**src/rtl/pfd_pkg.sv**
```systemverilog
package pfd_pkg;
  typedef enum logic [1:0] {
    PH_IDLE = 2'd0,
    PH_LEAD = 2'd1,
    PH_LAG  = 2'd2
  } pfd_phase_e;
endpackage

```
**src/rtl/pfd_phase_core.sv**
```systemverilog
module pfd_phase_core
  import pfd_pkg::*;
#(
  parameter int WIDTH_W = 8,
  parameter int CLAMP_W = 4
) (
  input  logic               clk,
  input  logic               rst,
  input  logic               ref_i,
  input  logic               fb_i,
  input  logic               sleep_i,
  input  logic               pol_i,
  output logic               pump_hi_o,
  output logic               pump_lo_o,
  output logic               pump_en_o,
  output logic               done_o,
  output logic               bad_o,
  output logic [WIDTH_W-1:0] width_o
);
  localparam logic [WIDTH_W-1:0] CNT_MAX = '1;
  localparam logic [WIDTH_W-1:0] CLAMP_V = WIDTH_W'(CLAMP_W);
  localparam logic [WIDTH_W-1:0] ONE_V   = WIDTH_W'(1);

  logic ref_q, fb_q;
  logic ref_rise, fb_rise;
  pfd_phase_e state, state_n;
  logic [WIDTH_W-1:0] cnt, cnt_n, width_n;
  logic sat, sat_n, wake, wake_n;
  logic done_n, bad_n, dz_n;
  logic lead_n, lag_n, limit_n, hi_n, lo_n;

  assign ref_rise = ref_i & ~ref_q;
  assign fb_rise  = fb_i & ~fb_q;

  always_comb begin
    state_n = state;
    cnt_n   = cnt;
    sat_n   = sat;
    wake_n  = wake;
    done_n  = 1'b0;
    bad_n   = 1'b0;
    dz_n    = 1'b0;
    width_n = width_o;
    if (sleep_i) begin
      state_n = PH_IDLE;
      cnt_n   = '0;
      sat_n   = 1'b0;
      wake_n  = 1'b1;
    end else begin
      unique case (state)
        PH_IDLE: begin
          if (ref_rise && fb_rise) begin
            done_n  = 1'b1;
            width_n = '0;
            dz_n    = 1'b1;
            wake_n  = 1'b0;
          end else if (ref_rise) begin
            state_n = PH_LEAD;
            cnt_n   = ONE_V;
            sat_n   = 1'b0;
          end else if (fb_rise) begin
            state_n = PH_LAG;
            cnt_n   = ONE_V;
            sat_n   = 1'b0;
          end
        end
        PH_LEAD: begin
          if (fb_rise) begin
            done_n  = 1'b1;
            width_n = cnt;
            bad_n   = sat;
            wake_n  = 1'b0;
            sat_n   = 1'b0;
            if (ref_rise) begin
              cnt_n = ONE_V;
            end else begin
              state_n = PH_IDLE;
              cnt_n   = '0;
            end
          end else begin
            if (ref_rise) sat_n = 1'b1;
            cnt_n = (cnt == CNT_MAX) ? cnt : cnt + ONE_V;
          end
        end
        PH_LAG: begin
          if (ref_rise) begin
            done_n  = 1'b1;
            width_n = cnt;
            bad_n   = sat;
            wake_n  = 1'b0;
            sat_n   = 1'b0;
            if (fb_rise) begin
              cnt_n = ONE_V;
            end else begin
              state_n = PH_IDLE;
              cnt_n   = '0;
            end
          end else begin
            if (fb_rise) sat_n = 1'b1;
            cnt_n = (cnt == CNT_MAX) ? cnt : cnt + ONE_V;
          end
        end
        default: begin
          state_n = PH_IDLE;
          cnt_n   = '0;
        end
      endcase
    end
  end

  assign lead_n  = (state_n == PH_LEAD);
  assign lag_n   = (state_n == PH_LAG);
  assign limit_n = wake_n && (cnt_n > CLAMP_V);
  assign hi_n    = dz_n | (~limit_n & (pol_i ? lead_n : lag_n));
  assign lo_n    = dz_n | (~limit_n & (pol_i ? lag_n : lead_n));

  always_ff @(posedge clk) begin
    if (rst) begin
      ref_q     <= 1'b0;
      fb_q      <= 1'b0;
      state     <= PH_IDLE;
      cnt       <= '0;
      sat       <= 1'b0;
      wake      <= 1'b0;
      done_o    <= 1'b0;
      bad_o     <= 1'b0;
      width_o   <= '0;
      pump_hi_o <= 1'b0;
      pump_lo_o <= 1'b0;
      pump_en_o <= 1'b0;
    end else begin
      ref_q     <= ref_i;
      fb_q      <= fb_i;
      state     <= state_n;
      cnt       <= cnt_n;
      sat       <= sat_n;
      wake      <= wake_n;
      done_o    <= done_n;
      bad_o     <= bad_n;
      width_o   <= width_n;
      pump_hi_o <= hi_n;
      pump_lo_o <= lo_n;
      pump_en_o <= hi_n | lo_n;
    end
  end

  AST_SLEEP_QUIET: assert property (@(posedge clk) disable iff (rst)
    sleep_i |=> (!pump_hi_o && !pump_lo_o));
  AST_DZ_SINGLE: assert property (@(posedge clk) disable iff (rst)
    (pump_hi_o && pump_lo_o) |=> !(pump_hi_o && pump_lo_o));
  AST_CLAMP_LIMIT: assert property (@(posedge clk) disable iff (rst)
    (wake && state != PH_IDLE && cnt >= CLAMP_V) |=> !(pump_hi_o ^ pump_lo_o));
endmodule

```
**src/rtl/pfd_lock_track.sv**
```systemverilog
module pfd_lock_track #(
  parameter int WIDTH_W  = 8,
  parameter int DROP_W   = 2,
  parameter int LOCK_RUN = 3
) (
  input  logic               clk,
  input  logic               rst,
  input  logic               sleep_i,
  input  logic               done_i,
  input  logic               bad_i,
  input  logic [WIDTH_W-1:0] width_i,
  output logic               locked_o
);
  localparam int RUN_W = $clog2(LOCK_RUN + 1);
  localparam logic [RUN_W-1:0]   RUN_LAST = RUN_W'(LOCK_RUN - 1);
  localparam logic [WIDTH_W-1:0] DROP_V   = WIDTH_W'(DROP_W);

  logic [RUN_W-1:0] run;
  logic good;

  assign good = !bad_i && (width_i < DROP_V);

  always_ff @(posedge clk) begin
    if (rst || sleep_i) begin
      run      <= '0;
      locked_o <= 1'b0;
    end else if (done_i) begin
      if (!good) begin
        run      <= '0;
        locked_o <= 1'b0;
      end else if (run >= RUN_LAST) begin
        locked_o <= 1'b1;
      end else begin
        run <= run + RUN_W'(1);
      end
    end
  end

  AST_RISE_AFTER_GOOD: assert property (@(posedge clk) disable iff (rst)
    $rose(locked_o) |-> $past(done_i && good && run == RUN_LAST));
  AST_BAD_DROPS: assert property (@(posedge clk) disable iff (rst)
    (done_i && !good) |=> !locked_o);
  AST_SLEEP_UNLOCKS: assert property (@(posedge clk) disable iff (rst)
    sleep_i |=> (!locked_o && run == '0));
endmodule

```
**src/rtl/pfd_lock_mux.sv**
```systemverilog
module pfd_lock_mux #(
  parameter int NCH = 2
) (
  input  logic           clk,
  input  logic           rst,
  input  logic [NCH-1:0] locked_i,
  input  logic [NCH-1:0] sleep_i,
  input  logic [NCH-1:0] ref_i,
  input  logic [NCH-1:0] fb_i,
  input  logic           mode_i,
  input  logic           band_i,
  input  logic           src_i,
  output logic           lock_all_o,
  output logic           mon_o
);
  logic all_ok, pick;

  assign all_ok = &(locked_i | sleep_i);
  assign pick   = src_i ? fb_i[band_i] : ref_i[band_i];

  always_ff @(posedge clk) begin
    if (rst) begin
      lock_all_o <= 1'b0;
      mon_o      <= 1'b0;
    end else begin
      lock_all_o <= all_ok;
      mon_o      <= mode_i ? pick : all_ok;
    end
  end

  AST_ALL_ASLEEP_LOCKED: assert property (@(posedge clk) disable iff (rst)
    (&sleep_i) |=> lock_all_o);
  AST_MON_FOLLOWS_LOCK: assert property (@(posedge clk) disable iff (rst)
    (!mode_i && !(&sleep_i) && !(|locked_i)) |=> !mon_o);
endmodule

```
**src/rtl/pfd_dual_lockmon.sv**
```systemverilog
module pfd_dual_lockmon #(
  parameter int WIDTH_W  = 8,
  parameter int DROP_W   = 2,
  parameter int LOCK_RUN = 3,
  parameter int CLAMP_W  = 4
) (
  input  logic clk,
  input  logic rst,
  input  logic ref_ch0,
  input  logic fb_ch0,
  input  logic sleep_ch0,
  input  logic pol_ch0,
  input  logic ref_ch1,
  input  logic fb_ch1,
  input  logic sleep_ch1,
  input  logic pol_ch1,
  input  logic mon_mode,
  input  logic mon_band,
  input  logic mon_src,
  output logic pump_hi_ch0,
  output logic pump_lo_ch0,
  output logic pump_en_ch0,
  output logic pump_hi_ch1,
  output logic pump_lo_ch1,
  output logic pump_en_ch1,
  output logic lock_all,
  output logic mon_out
);
  localparam int NCH = 2;

  logic [NCH-1:0] ref_v, fb_v, sleep_v, pol_v;
  logic [NCH-1:0] hi_v, lo_v, en_v, done_v, bad_v, locked_v;
  logic [WIDTH_W-1:0] width_v [NCH];

  assign ref_v   = {ref_ch1, ref_ch0};
  assign fb_v    = {fb_ch1, fb_ch0};
  assign sleep_v = {sleep_ch1, sleep_ch0};
  assign pol_v   = {pol_ch1, pol_ch0};

  for (genvar g = 0; g < NCH; g++) begin : g_ch
    pfd_phase_core #(
      .WIDTH_W(WIDTH_W),
      .CLAMP_W(CLAMP_W)
    ) core_i (
      .clk      (clk),
      .rst      (rst),
      .ref_i    (ref_v[g]),
      .fb_i     (fb_v[g]),
      .sleep_i  (sleep_v[g]),
      .pol_i    (pol_v[g]),
      .pump_hi_o(hi_v[g]),
      .pump_lo_o(lo_v[g]),
      .pump_en_o(en_v[g]),
      .done_o   (done_v[g]),
      .bad_o    (bad_v[g]),
      .width_o  (width_v[g])
    );

    pfd_lock_track #(
      .WIDTH_W (WIDTH_W),
      .DROP_W  (DROP_W),
      .LOCK_RUN(LOCK_RUN)
    ) lock_i (
      .clk     (clk),
      .rst     (rst),
      .sleep_i (sleep_v[g]),
      .done_i  (done_v[g]),
      .bad_i   (bad_v[g]),
      .width_i (width_v[g]),
      .locked_o(locked_v[g])
    );
  end

  pfd_lock_mux #(
    .NCH(NCH)
  ) mux_i (
    .clk       (clk),
    .rst       (rst),
    .locked_i  (locked_v),
    .sleep_i   (sleep_v),
    .ref_i     (ref_v),
    .fb_i      (fb_v),
    .mode_i    (mon_mode),
    .band_i    (mon_band),
    .src_i     (mon_src),
    .lock_all_o(lock_all),
    .mon_o     (mon_out)
  );

  assign pump_hi_ch0 = hi_v[0];
  assign pump_lo_ch0 = lo_v[0];
  assign pump_en_ch0 = en_v[0];
  assign pump_hi_ch1 = hi_v[1];
  assign pump_lo_ch1 = lo_v[1];
  assign pump_en_ch1 = en_v[1];
endmodule

```
**config.mk**
```make
export PLATFORM = sky130hd
export DESIGN_NAME = pfd_dual_lockmon
export DESIGN_NICKNAME = d
export VERILOG_FILES = /design/src/rtl/pfd_pkg.sv /design/src/rtl/pfd_phase_core.sv /design/src/rtl/pfd_lock_track.sv /design/src/rtl/pfd_lock_mux.sv /design/src/rtl/pfd_dual_lockmon.sv
export SDC_FILE = /design/constraint.sdc
export NUM_CORES = 1
export LEC_CHECK = 0
export ABC_AREA = 1
export BUFFER_PORTS_ARGS = -buffer_cell sky130_fd_sc_hd__buf_2
export CAP_MARGIN = 25
export CORE_MARGIN = 1
export CORE_UTILIZATION = 39
export DETAILED_ROUTE_END_ITERATION = 10
export PLACE_DENSITY = 0.58
export SLEW_MARGIN = 30
export SYNTH_ARGS = -nofsm -noshare
export SYNTH_HDL_FRONTEND = slang
export SYNTH_SLANG_ARGS = --single-unit
```
**constraint.sdc**
```tcl
create_clock -name clk -period 1.9 [get_ports clk]
set_input_delay 0.285 -clock clk [delete_from_list [all_inputs] [get_ports clk]]
set_output_delay 0.285 -clock clk [all_outputs]
set_load 0.02 [all_outputs]
```
==> impl_metrics.py, run 1 <==
metrics = {
    "final_layout": {
        "mostFrequentLayoutCells": "117 x nand2_1, 57 x inv_1, 57 x nor2_1, 45 x dfxtp_1, 41 x nand3_1",
        "fin_cells": 670,
        "drive_gt1_share_pct": 28.3,
        "n_antenna_cell": 0,
        "area_growth_pct": 25.2,
        "final_nets": 585,
        "final_common_cell": "nand2_1",
    },
    "critical_path": {
        "cp.arrival_ns": 1.96,
        "rr_worst_depth": 14,
        "crit_path_start_kind": "flop",
        "r2r_start": "g_ch[1].core_i.state[1]",
        "cp_max_fo": 10,
        "critPathCaptureType": "flop",
        "worstSetupPathType": "flop to flop",
        "required_ns": 2.13,
        "r2r_end": "g_ch[1].core_i.pump_en_o",
        "reg2reg_slack_ns": 0.17,
    },
    "placed_design": {
        "dp_hpwl_um": 5930,
        "portBuffers": 20,
        "place_inst": 647,
        "globalplace.congestion": 0.884,
        "place_ws_ns": -0.0183,
    },
    "clocking": {
        "cts_root_buf": "clkbuf_8",
        "clock-sinks": 60,
        "cts_tree": "done",
        "htree_num_levels": 3,
        "postCtsHoldBufs": 0,
        "clkTransAtPathRegs_ns": 0.07,
        "clock_tree.buffer_depth": 2,
        "numCtsBuffers": 9,
        "clk_latency_ns": 0.34,
    },
    "synthesis": {
        "synth_edf_count": 0,
        "syn_area_mm2": 0.00335,
        "ys_seq_elements": 60,
        "synth_cell_types": 35,
        "yosysSeqAreaShare_pct": 35.9,
        "syn_nets": 529,
        "synthFlopType": "dfxtp_1",
        "yosysWarnings": 0,
        "synthCells": 504,
        "syn_area_per_cell_um2": 6.64,
        "async_flop_share_pct": 0,
    },
    "floorplan": {
        "initial_core_util_pct": 40.5,
        "fp.coreArea_mm2": 0.00826,
        "dieArea_mm2": 0.00896,
        "io_pins": 21,
        "rows": 33,
        "die_height_um": 94.7,
        "die_x_um": 94.7,
    },
    "sta": {
        "max_freq_mhz": 579,
        "finalSetupTns_ns": 0,
        "finalSetupViolCount": 0,
        "slew_violations": 0,
        "fin_skew_ns": 0.0115,
        "worst_slew_pin_slew_ns": 0.367,
        "setup_ws_ns": 0.172,
        "period_share_pct": 91.0,
        "period_needed_ns": 1.73,
        "hold_viol": 0,
        "hold-worst-slack_ns": 0.194,
        "max_slew_margin_pct": 75.3,
    },
    "pwr": {
        "vdd_drop_max_uv": 386,
        "p_per_area_mw_per_mm2": 681,
        "p_leak_nw": 1.94,
        "p_total_mw": 2.86,
    },
    "detailed_routing": {
        "num_vias": 3282,
        "wl_met2_um": 3790,
        "met1_length_um": 3840,
        "dr_wl_met3_um": 239,
        "wl_per_cell_um": 11.9,
        "drc": 0,
        "drt_wl_total_um": 7940,
        "drt_iter0_drc": 113,
        "ant_nets": 0,
        "highest_layer": "met4",
        "drtPass1Iterations": 4,
        "vias_per_cell": 4.90,
    },
    "hold_path": {
        "hp-class": "primary input to flop",
        "hp-start": "ref_ch0",
        "hold_depth": 3,
        "min_to": "g_ch[0].core_i.ref_q",
    },
    "global_routing": {
        "grt_pass1_vias": 2997,
        "grt_max_degree": 17,
        "grt_pass1_wl_um": 13300,
        "antenna_found_initial": 0,
        "grtUsageTotal_pct": 19.0,
        "gr-total-overflow": 0,
    },
    "run_status": {
        "outcome": "finished clean",
    },
    "flow_run": {
        "maxCapViolations": 0,
    },
}
-- cell usage after synthesis (2+ instances only) --
| library cell | count | area, um^2 |
|---|---|---|
| or4_1 | 2 | 15.0 |
| nand3b_1 | 3 | 22.5 |
| nor3_1 | 6 | 30.0 |
| nand3_2 | 2 | 20.0 |
| nor2_1 | 61 | 229 |
| ha_1 | 12 | 150 |
| inv_2 | 7 | 26.3 |
| o21ai_1 | 13 | 65.1 |
| dfxtp_1 | 60 | 1200 |
| nor3_4 | 2 | 32.5 |
| nand2_1 | 131 | 492 |
| a221oi_1 | 2 | 17.5 |
| nand2_2 | 9 | 56.3 |
| a211oi_1 | 2 | 15.0 |
| nor2_4 | 5 | 56.3 |
| o211ai_1 | 5 | 37.5 |
| nor4_1 | 2 | 12.5 |
| nand4_1 | 6 | 37.5 |
| o21ai_0 | 6 | 30.0 |
| inv_1 | 66 | 248 |
| nor2_2 | 7 | 43.8 |
| clkbuf_1 | 4 | 15.0 |
| nand3_1 | 44 | 220 |
| a21oi_1 | 36 | 180 |
-- cell families (layout without fill, tap and decap cells) --
logic type               count (synthesis)  after routing  share of synthesized area, %
AND/OR/NAND/NOR                        283            283                          38.8
buffers and inverters                   80            141                          9.04
AO/OA/AOI/OAI                           69             69                          11.8
flip-flops                              60             60                          35.9
adder cells (fa/ha/maj)                 12             12                          4.48
-- where the power goes --
part | total (mW) | switching (mW) | internal [mW] | leakage, nW
combinational | 0.391 | 0.250 | 0.141 | 1.34
clock | 1.16 | 0.491 | 0.673 | 0.102
sequential | 1.30 | 0.0165 | 1.28 | 0.495
-- metal layers --
| layer | up-vias | track usage [%] |
|---|---|---|
| met5 | - | 0 |
| met4 | 0 | 6.06 |
| met3 | 10 | 5.15 |
| met2 | 44 | 31.3 |
| met1 | 1497 | 23.9 |
| li1 | 1731 | - |
-- how the worst max path moves through the flow --
stage                            startpoint                       end  depth (start not counted)  slack [ns]
floorplan           g_ch[0].core_i.state[0]  g_ch[0].core_i.pump_en_o                         13        0.23
global placement    g_ch[1].core_i.state[0]  g_ch[1].core_i.pump_en_o                         15       -0.02
detailed placement  g_ch[1].core_i.state[0]  g_ch[1].core_i.pump_en_o                         15       -0.02
CTS                 g_ch[1].core_i.state[0]  g_ch[1].core_i.pump_en_o                         15        0.02
global route          g_ch[1].core_i.cnt[1]  g_ch[1].core_i.pump_en_o                         17       -0.02
finish              g_ch[1].core_i.state[1]  g_ch[1].core_i.pump_en_o                         14        0.17
-- per-stage QoR --
stage	utilization (%)	instance area [um^2]
after floorplan	-	3350
after global placement	45.2	3730
after detailed placement	45.2	3730
after global routing	50.8	4190
final	50.8	4190
after CTS	47.7	3940
-- what timing repair did --
| item | CTS | global route |
|---|---|---|
| pin swaps | 0 | 19 |
| setup endpoints to repair | 4 | 13 |
| setup buffers | 0 | 7 |
| resized for setup | 2 | 72 |
-- worst max-delay path, cell delays in order, from the launching register on --
cell and delay, ns:
dfxtp_2 0.33, inv_1 0.07, ha_2 0.22, nand2_2 0.08
nand2_4 0.15, buf_4 0.13, o211ai_1 0.10, nand2_1 0.11
o21ai_2 0.06, nand2_1 0.09, nand2_1 0.07, nand2_1 0.06
nand2_1 0.04, nand2_1 0.07, nand2_1 0.06
-- sequential cells by signal (all words and copies together), names as in the netlist, 4 cells and up --
register             cells
g_ch.core_i.state        4
g_ch.core_i.cnt         16
g_ch.core_i.width_o     14
g_ch.lock_i.run          4
-- layout make-up --
class / instances / area (um^2)
clock buffers: 12 / 155
clock inverters: 4 / 47.5
fillers: 827 / 4070
inverters: 75 / 284
multi-input cells: 364 / 2020
flip-flops and latches: 60 / 1230
well taps: 105 / 131
repair buffers: 50 / 329
(Power assumes the default switching activity.)
==> inputs of run 2 (changes only) <==
CELL_PAD_IN_SITES_DETAIL_PLACEMENT = 1   (was not set)
CELL_PAD_IN_SITES_GLOBAL_PLACEMENT = 1   (was not set)
GPL_TIMING_DRIVEN = 0   (was not set)
PLACE_DENSITY = 0.76   (was 0.58)
==> impl_metrics.py, run 2 (same netlist as run 1, synthesis figures left out) <==
metrics = {
    "floorplan": {
        "dieArea_mm2": 0.00896,
        "fp.coreArea_mm2": 0.00826,
        "die_height_um": 94.7,
        "io_pins": 21,
        "initial_core_util_pct": 40.5,
        "die_x_um": 94.7,
        "rows": 33,
    },
    "sta": {
        "hold_viol": 0,
        "max_slew_margin_pct": 61.2,
        "fin_skew_ns": 0.0141,
        "setup_ws_ns": 0.0577,
        "finalSetupViolCount": 0,
        "worst_slew_pin_slew_ns": 0.583,
        "rsz0062_at_grt": "yes",
        "period_needed_ns": 1.84,
        "slew_violations": 0,
        "max_freq_mhz": 543,
        "period_share_pct": 97.0,
    },
    "detailed_routing": {
        "num_vias": 3360,
        "drtPass1Iterations": 4,
        "vias_per_cell": 5.05,
        "ant_nets": 0,
        "drt_wl_total_um": 9570,
        "wl_per_cell_um": 14.4,
        "drc": 0,
        "drt_iter0_drc": 75,
    },
    "final_layout": {
        "largest_register_ffs": 16,
        "top_regs": "g_ch.core_i.cnt x16, g_ch.core_i.width_o x14",
        "regMostFlops": "g_ch.core_i.cnt",
        "n_antenna_cell": 0,
        "final_area_mm2": 0.00420,
        "final-seq-area_mm2": 0.00124,
        "drive_gt1_share_pct": 28.0,
        "multi_input_area_mm2": 0.00209,
        "fin_cells": 665,
        "fill_cells": 1061,
        "mostFrequentLayoutCells": "110 x nand2_1, 59 x inv_1, 55 x nor2_1, 46 x dfxtp_1, 41 x nand3_1",
        "fin_util_pct": 50.9,
        "final_nets": 580,
        "area_growth_pct": 25.6,
        "final_common_cell": "nand2_1",
    },
    "run_status": {
        "outcome": "finished clean",
    },
    "critical_path": {
        "rr_worst_depth": 13,
        "cp_max_fo": 7,
        "critPathCaptureType": "flop",
        "crit_path_start_kind": "flop",
        "reg2reg_slack_ns": 0.06,
        "cp.arrival_ns": 2.14,
        "required_ns": 2.20,
        "r2r_end": "g_ch[0].core_i.pump_en_o",
        "r2r_start": "g_ch[0].core_i.cnt[0]",
        "worstSetupPathType": "flop to flop",
    },
    "pwr": {
        "p_leak_nw": 1.93,
        "p_total_mw": 2.85,
        "vdd_drop_max_uv": 378,
        "p_per_area_mw_per_mm2": 677,
    },
    "placed_design": {
        "place_ws_ns": -0.136,
        "placement.cell_area_mm2": 0.00358,
        "portBuffers": 20,
        "place_inst": 629,
        "dp_hpwl_um": 6760,
        "globalplace.congestion": 0.865,
    },
    "clocking": {
        "numCtsBuffers": 9,
        "clock-sinks": 60,
        "htree_num_levels": 3,
        "cts_root_buf": "clkbuf_8",
        "clock_tree.buffer_depth": 2,
        "clk_latency_ns": 0.34,
        "cts_tree": "done",
        "clkTransAtPathRegs_ns": 0.08,
    },
    "global_routing": {
        "use_met3_pct": 4.59,
        "antenna_found_initial": 0,
        "grt_pass1_wl_um": 15300,
        "grt_pass1_vias": 3371,
        "use_met2_pct": 40.3,
        "gr-total-overflow": 0,
        "grt_max_degree": 12,
        "busiest_layer": "met2",
        "use_met1_pct": 25.5,
        "grtUsageTotal_pct": 22.0,
    },
    "flow_run": {
        "maxCapViolations": 0,
    },
    "hold_path": {
        "hp-start": "ref_ch0",
        "hp-class": "primary input to flop",
        "min_to": "g_ch[0].core_i.ref_q",
        "hold_depth": 3,
    },
}
[run 2: per-layer routing]
metal | vias to the layer above | share of wire, %
met5 | - | 0
met4 | 0 | 1.6
met3 | 14 | 1.4
met2 | 19 | 53
met1 | 1600 | 44
li1 | 1727 | -
[run 2: critical path: stages, from the launching register on]
cell and delay, ns:
dfxtp_2 0.38, ha_1 0.20, nand2_2 0.10, nor2_4 0.15
nand2_4 0.09, o211ai_1 0.23, nand2_1 0.08, o21ai_1 0.15
nand2_1 0.08, nand2_2 0.10, nand2_1 0.06, nand2_1 0.07
nand2_2 0.05, nand2_1 0.05
[run 2: how the worst max path moves through the flow]
stage	from	end	slack (ns)	cells past startpoint
2_1_floorplan	g_ch[0].core_i.state[0]	g_ch[0].core_i.pump_en_o	0.23	13
6_report	g_ch[0].core_i.cnt[0]	g_ch[0].core_i.pump_en_o	0.06	13
3_5_place_dp	g_ch[1].core_i.state[0]	g_ch[1].core_i.pump_en_o	-0.14	15
5_1_grt	g_ch[0].core_i.cnt[1]	g_ch[0].core_i.pump_en_o	-0.10	16
4_1_cts	g_ch[0].core_i.state[0]	g_ch[0].core_i.pump_en_o	0.006	17
3_3_place_gp	g_ch[1].core_i.state[0]	g_ch[1].core_i.pump_en_o	-0.1	15
[run 2: timing repair]
action                                  CTS  global route
cloned                                    0             1
pin swaps                                 6            17
hold buffers                              0             0
hold endpoints to repair                  0             0
buffers inserted                          8            11
endpoints found under the setup margin   13             6
resized for setup                        20            71
[run 2: power by group]
| group | leakage (nW) | switching [mW] | internal (mW) |
|---|---|---|---|
| Combinational | 1.33 | 0.265 | 0.134 |
| Clock | 0.103 | 0.551 | 0.600 |
| Sequential | 0.496 | 0.0190 | 1.28 |
[run 2: final cells by class]
| class | instances | area share, % |
|---|---|---|
| multi-input combinational | 365 | 49.7 |
| sequential | 60 | 29.5 |
| inverter | 75 | 6.87 |
| timing repair buffer | 39 | 5.86 |
| tap | 105 | 3.13 |
| clock buffer | 9 | 2.95 |
| clock inverter | 7 | 1.61 |
| buffer | 5 | 0.446 |
[run 2: stage by stage]
stage / setup TNS (ns) / hold slack [ns]
4_1_cts: 0 / 0.158
6_report: 0 / 0.183
3_3_place_gp: -0.444 / 0.451
2_1_floorplan: 0 / 0.392
5_1_grt: -0.285 / 0.194
3_5_place_dp: -0.933 / 0.456
==> inputs of run 3 (changes only) <==
ABC_AREA = not set   (was 1)
PLACE_DENSITY = 0.73   (was 0.76)
==> impl_metrics.py, run 3 <==
metrics = {
    "detailed_routing": {
        "met1_length_um": 4870,
        "ant_nets": 0,
        "drt_wl_total_um": 10100,
        "num_vias": 3098,
        "vias_per_cell": 5.74,
        "wl_per_cell_um": 18.6,
        "wl_met2_um": 4750,
        "drc": 0,
        "drtPass1Iterations": 4,
        "highest_layer": "met4",
        "dr_wl_met3_um": 285,
        "drt_iter0_drc": 106,
    },
    "floorplan": {
        "die_height_um": 92.0,
        "initial_core_util_pct": 40.7,
        "die_x_um": 92.0,
        "dieArea_mm2": 0.00846,
        "fp.coreArea_mm2": 0.00777,
        "io_pins": 21,
        "rows": 32,
    },
    "final_layout": {
        "regMostFlops": "g_ch.core_i.cnt",
        "largest_register_ffs": 16,
        "final_common_cell": "dfxtp_1",
        "mostFrequentLayoutCells": "51 x dfxtp_1, 39 x nor2_1, 26 x a21oi_1, 25 x nand2_1, 22 x buf_4",
        "final_area_mm2": 0.00419,
        "n_antenna_cell": 0,
        "top_regs": "g_ch.core_i.cnt x16, g_ch.core_i.width_o x14",
        "drive_gt1_share_pct": 34.9,
        "area_growth_pct": 32.7,
        "final_nets": 458,
        "fill_cells": 914,
        "fin_util_pct": 53.9,
    },
    "sta": {
        "max_slew_margin_pct": 55.1,
        "rsz0062_at_grt": "yes",
        "finalSetupViolCount": 6,
        "max_freq_mhz": 472,
        "period_needed_ns": 2.12,
        "period_share_pct": 111,
        "hold_viol": 0,
        "worst_slew_pin_slew_ns": 0.673,
        "setup_ws_ns": -0.217,
        "finalSetupTns_ns": -0.806,
        "fin_skew_ns": 0.00719,
        "slew_violations": 0,
    },
    "synthesis": {
        "synth_common_cells": "60 x dfxtp_1, 40 x nor2_1, 38 x a21oi_1",
        "synth_top_area_cell": "dfxtp_1",
        "synth_edf_count": 0,
        "syn_nets": 408,
        "synth_cell_types": 67,
        "yosysWarnings": 0,
        "synth_most_common_cell": "dfxtp_1",
        "synth.area.top_cells": "dfxtp_1 38%, a21oi_1 6.0%, ha_1 4.8%, nor2_1 4.8%, nand2_1 4.0%",
        "yosysSeqAreaShare_pct": 38.0,
        "synthFlopType": "dfxtp_1",
        "ys_seq_elements": 60,
        "syn_area_per_cell_um2": 8.25,
        "syn_area_mm2": 0.00316,
        "async_flop_share_pct": 0,
        "synthCells": 383,
        "synth_top_area_share_pct": 38.0,
    },
    "clocking": {
        "htree_num_levels": 3,
        "clk_latency_ns": 0.35,
        "cts_tree": "done",
        "numCtsBuffers": 9,
        "clkTransAtPathRegs_ns": 0.07,
        "cts_root_buf": "clkbuf_8",
        "clock-sinks": 60,
        "clock_tree.buffer_depth": 2,
    },
    "global_routing": {
        "grt_pass1_vias": 3204,
        "gr-total-overflow": 0,
        "grt_pass1_wl_um": 15700,
        "grt_max_degree": 11,
        "antenna_found_initial": 0,
        "grtUsageTotal_pct": 23.4,
    },
    "critical_path": {
        "cp.depth": 7,
        "critPathTopFamily": "compound AO/OA/AOI/OAI gates",
        "r2r_start": "g_ch[0].core_i.cnt[3]",
        "required_ns": 2.16,
        "path_buf_inv": 0,
        "worstSetupPathType": "flop to flop",
        "crit_chain": "nand4_1 -> a211oi_1 -> o2bb2ai_2 -> a22oi_2 -> nand4b_1 -> o211a_1 -> a21oi_1",
        "startpoint": "g_ch[0].core_i.cnt[3]",
        "crit_path_start_kind": "flop",
        "cp_max_fo": 5,
        "reg2reg_slack_ns": -0.22,
        "rr_worst_depth": 7,
        "cpPeakStageDelay_ns": 0.47,
        "cp.arrival_ns": 2.38,
        "critPathCaptureType": "flop",
        "setup.worst_path.end": "g_ch[0].core_i.pump_hi_o",
        "crit_path_top_delay_cell": "dfxtp_1",
        "r2r_end": "g_ch[0].core_i.pump_hi_o",
    },
    "pwr": {
        "vdd_drop_max_uv": 377,
        "p_per_area_mw_per_mm2": 744,
        "p_leak_nw": 1.51,
    },
    "hold_path": {
        "hp-start": "mon_mode",
        "hp-class": "primary input to flop",
    },
    "placed_design": {
        "dp_hpwl_um": 6290,
        "place_ws_ns": -0.358,
        "portBuffers": 20,
        "globalplace.congestion": 0.880,
        "placement.cell_area_mm2": 0.00341,
    },
    "run_status": {
        "violations": "setup timing",
        "outcome": "finished with violations",
    },
    "flow_run": {
        "maxCapViolations": 0,
    },
}
==> run 3: worst min-delay path: stages <==
cell     delay (ns)
buf_2          0.09
a21oi_1        0.06
nor2_1         0.07
==> run 3: what timing repair did <==
item | 4_1_cts | 5_1_grt
buffers inserted | 13 | 9
resized for setup | 67 | 45
hold buffers | 0 | 0
gates cloned | 1 | 1
setup endpoints to repair | 22 | 20
pin swaps | 20 | 25
==> run 3: per-layer routing <==
| layer | vias to the layer above | global-route usage [%] |
|---|---|---|
| li1 | 1485 | - |
| met1 | 1557 | 31.7 |
| met2 | 42 | 37.1 |
| met3 | 14 | 4.48 |
| met4 | 0 | 7.81 |
| met5 | - | 0 |
==> run 3: layout make-up <==
class | count | area (um^2) | area share, %
multi-input combinational | 291 | 2180 | 52.1
sequential | 60 | 1230 | 29.4
timing repair buffer | 43 | 284 | 6.78
clock buffer | 11 | 141 | 3.37
tap | 102 | 128 | 3.05
buffer | 14 | 87.6 | 2.09
clock inverter | 5 | 75.1 | 1.79
inverter | 14 | 61.3 | 1.46
==> run 3: report_power, final <==
| part | total [mW] | switching [mW] | internal [mW] |
|---|---|---|---|
| clock network | 1.31 | 0.542 | 0.768 |
| registers | 1.30 | 0.0217 | 1.28 |
| logic | 0.503 | 0.297 | 0.206 |
| total | 3.12 | 0.860 | 2.26 |
==> run 3: worst min path at each step <==
stage                                      to  slack [ns]  cells after the start
floorplan                  g_ch[0].core_i.sat        0.36                      1
global placement    g_ch[1].core_i.width_o[7]        0.44                      2
detailed placement  g_ch[1].core_i.width_o[7]        0.45                      2
CTS                               mux_i.mon_o        0.19                      3
global route                      mux_i.mon_o        0.20                      3
finish                            mux_i.mon_o        0.19                      3
==> run 3: per-stage QoR <==
step / hold WS [ns] / std cells / power (mW)
6_report: 0.189 / 540 / 3.12
5_1_grt: 0.195 / 540 / 3.23
4_1_cts: 0.192 / 533 / 3.06
3_5_place_dp: 0.448 / 505 / 1.72
3_3_place_gp: 0.441 / 505 / 1.71
2_1_floorplan: 0.364 / 383 / 1.61
==> run 3: cells by family (layout without fill, tap and decap cells) <==
family / count (synthesis) / in the layout / synth area share, %
adders and majority gates: 12 / 12 / 4.75
buffers and inverters: 32 / 87 / 4.60
DFF: 60 / 60 / 38.0
muxes: 4 / 4 / 1.66
xor gates and xnor gates: 6 / 6 / 1.90
AOI/OAI and AO/OA: 108 / 108 / 23.1
and+or+nand+nor: 161 / 161 / 26.0
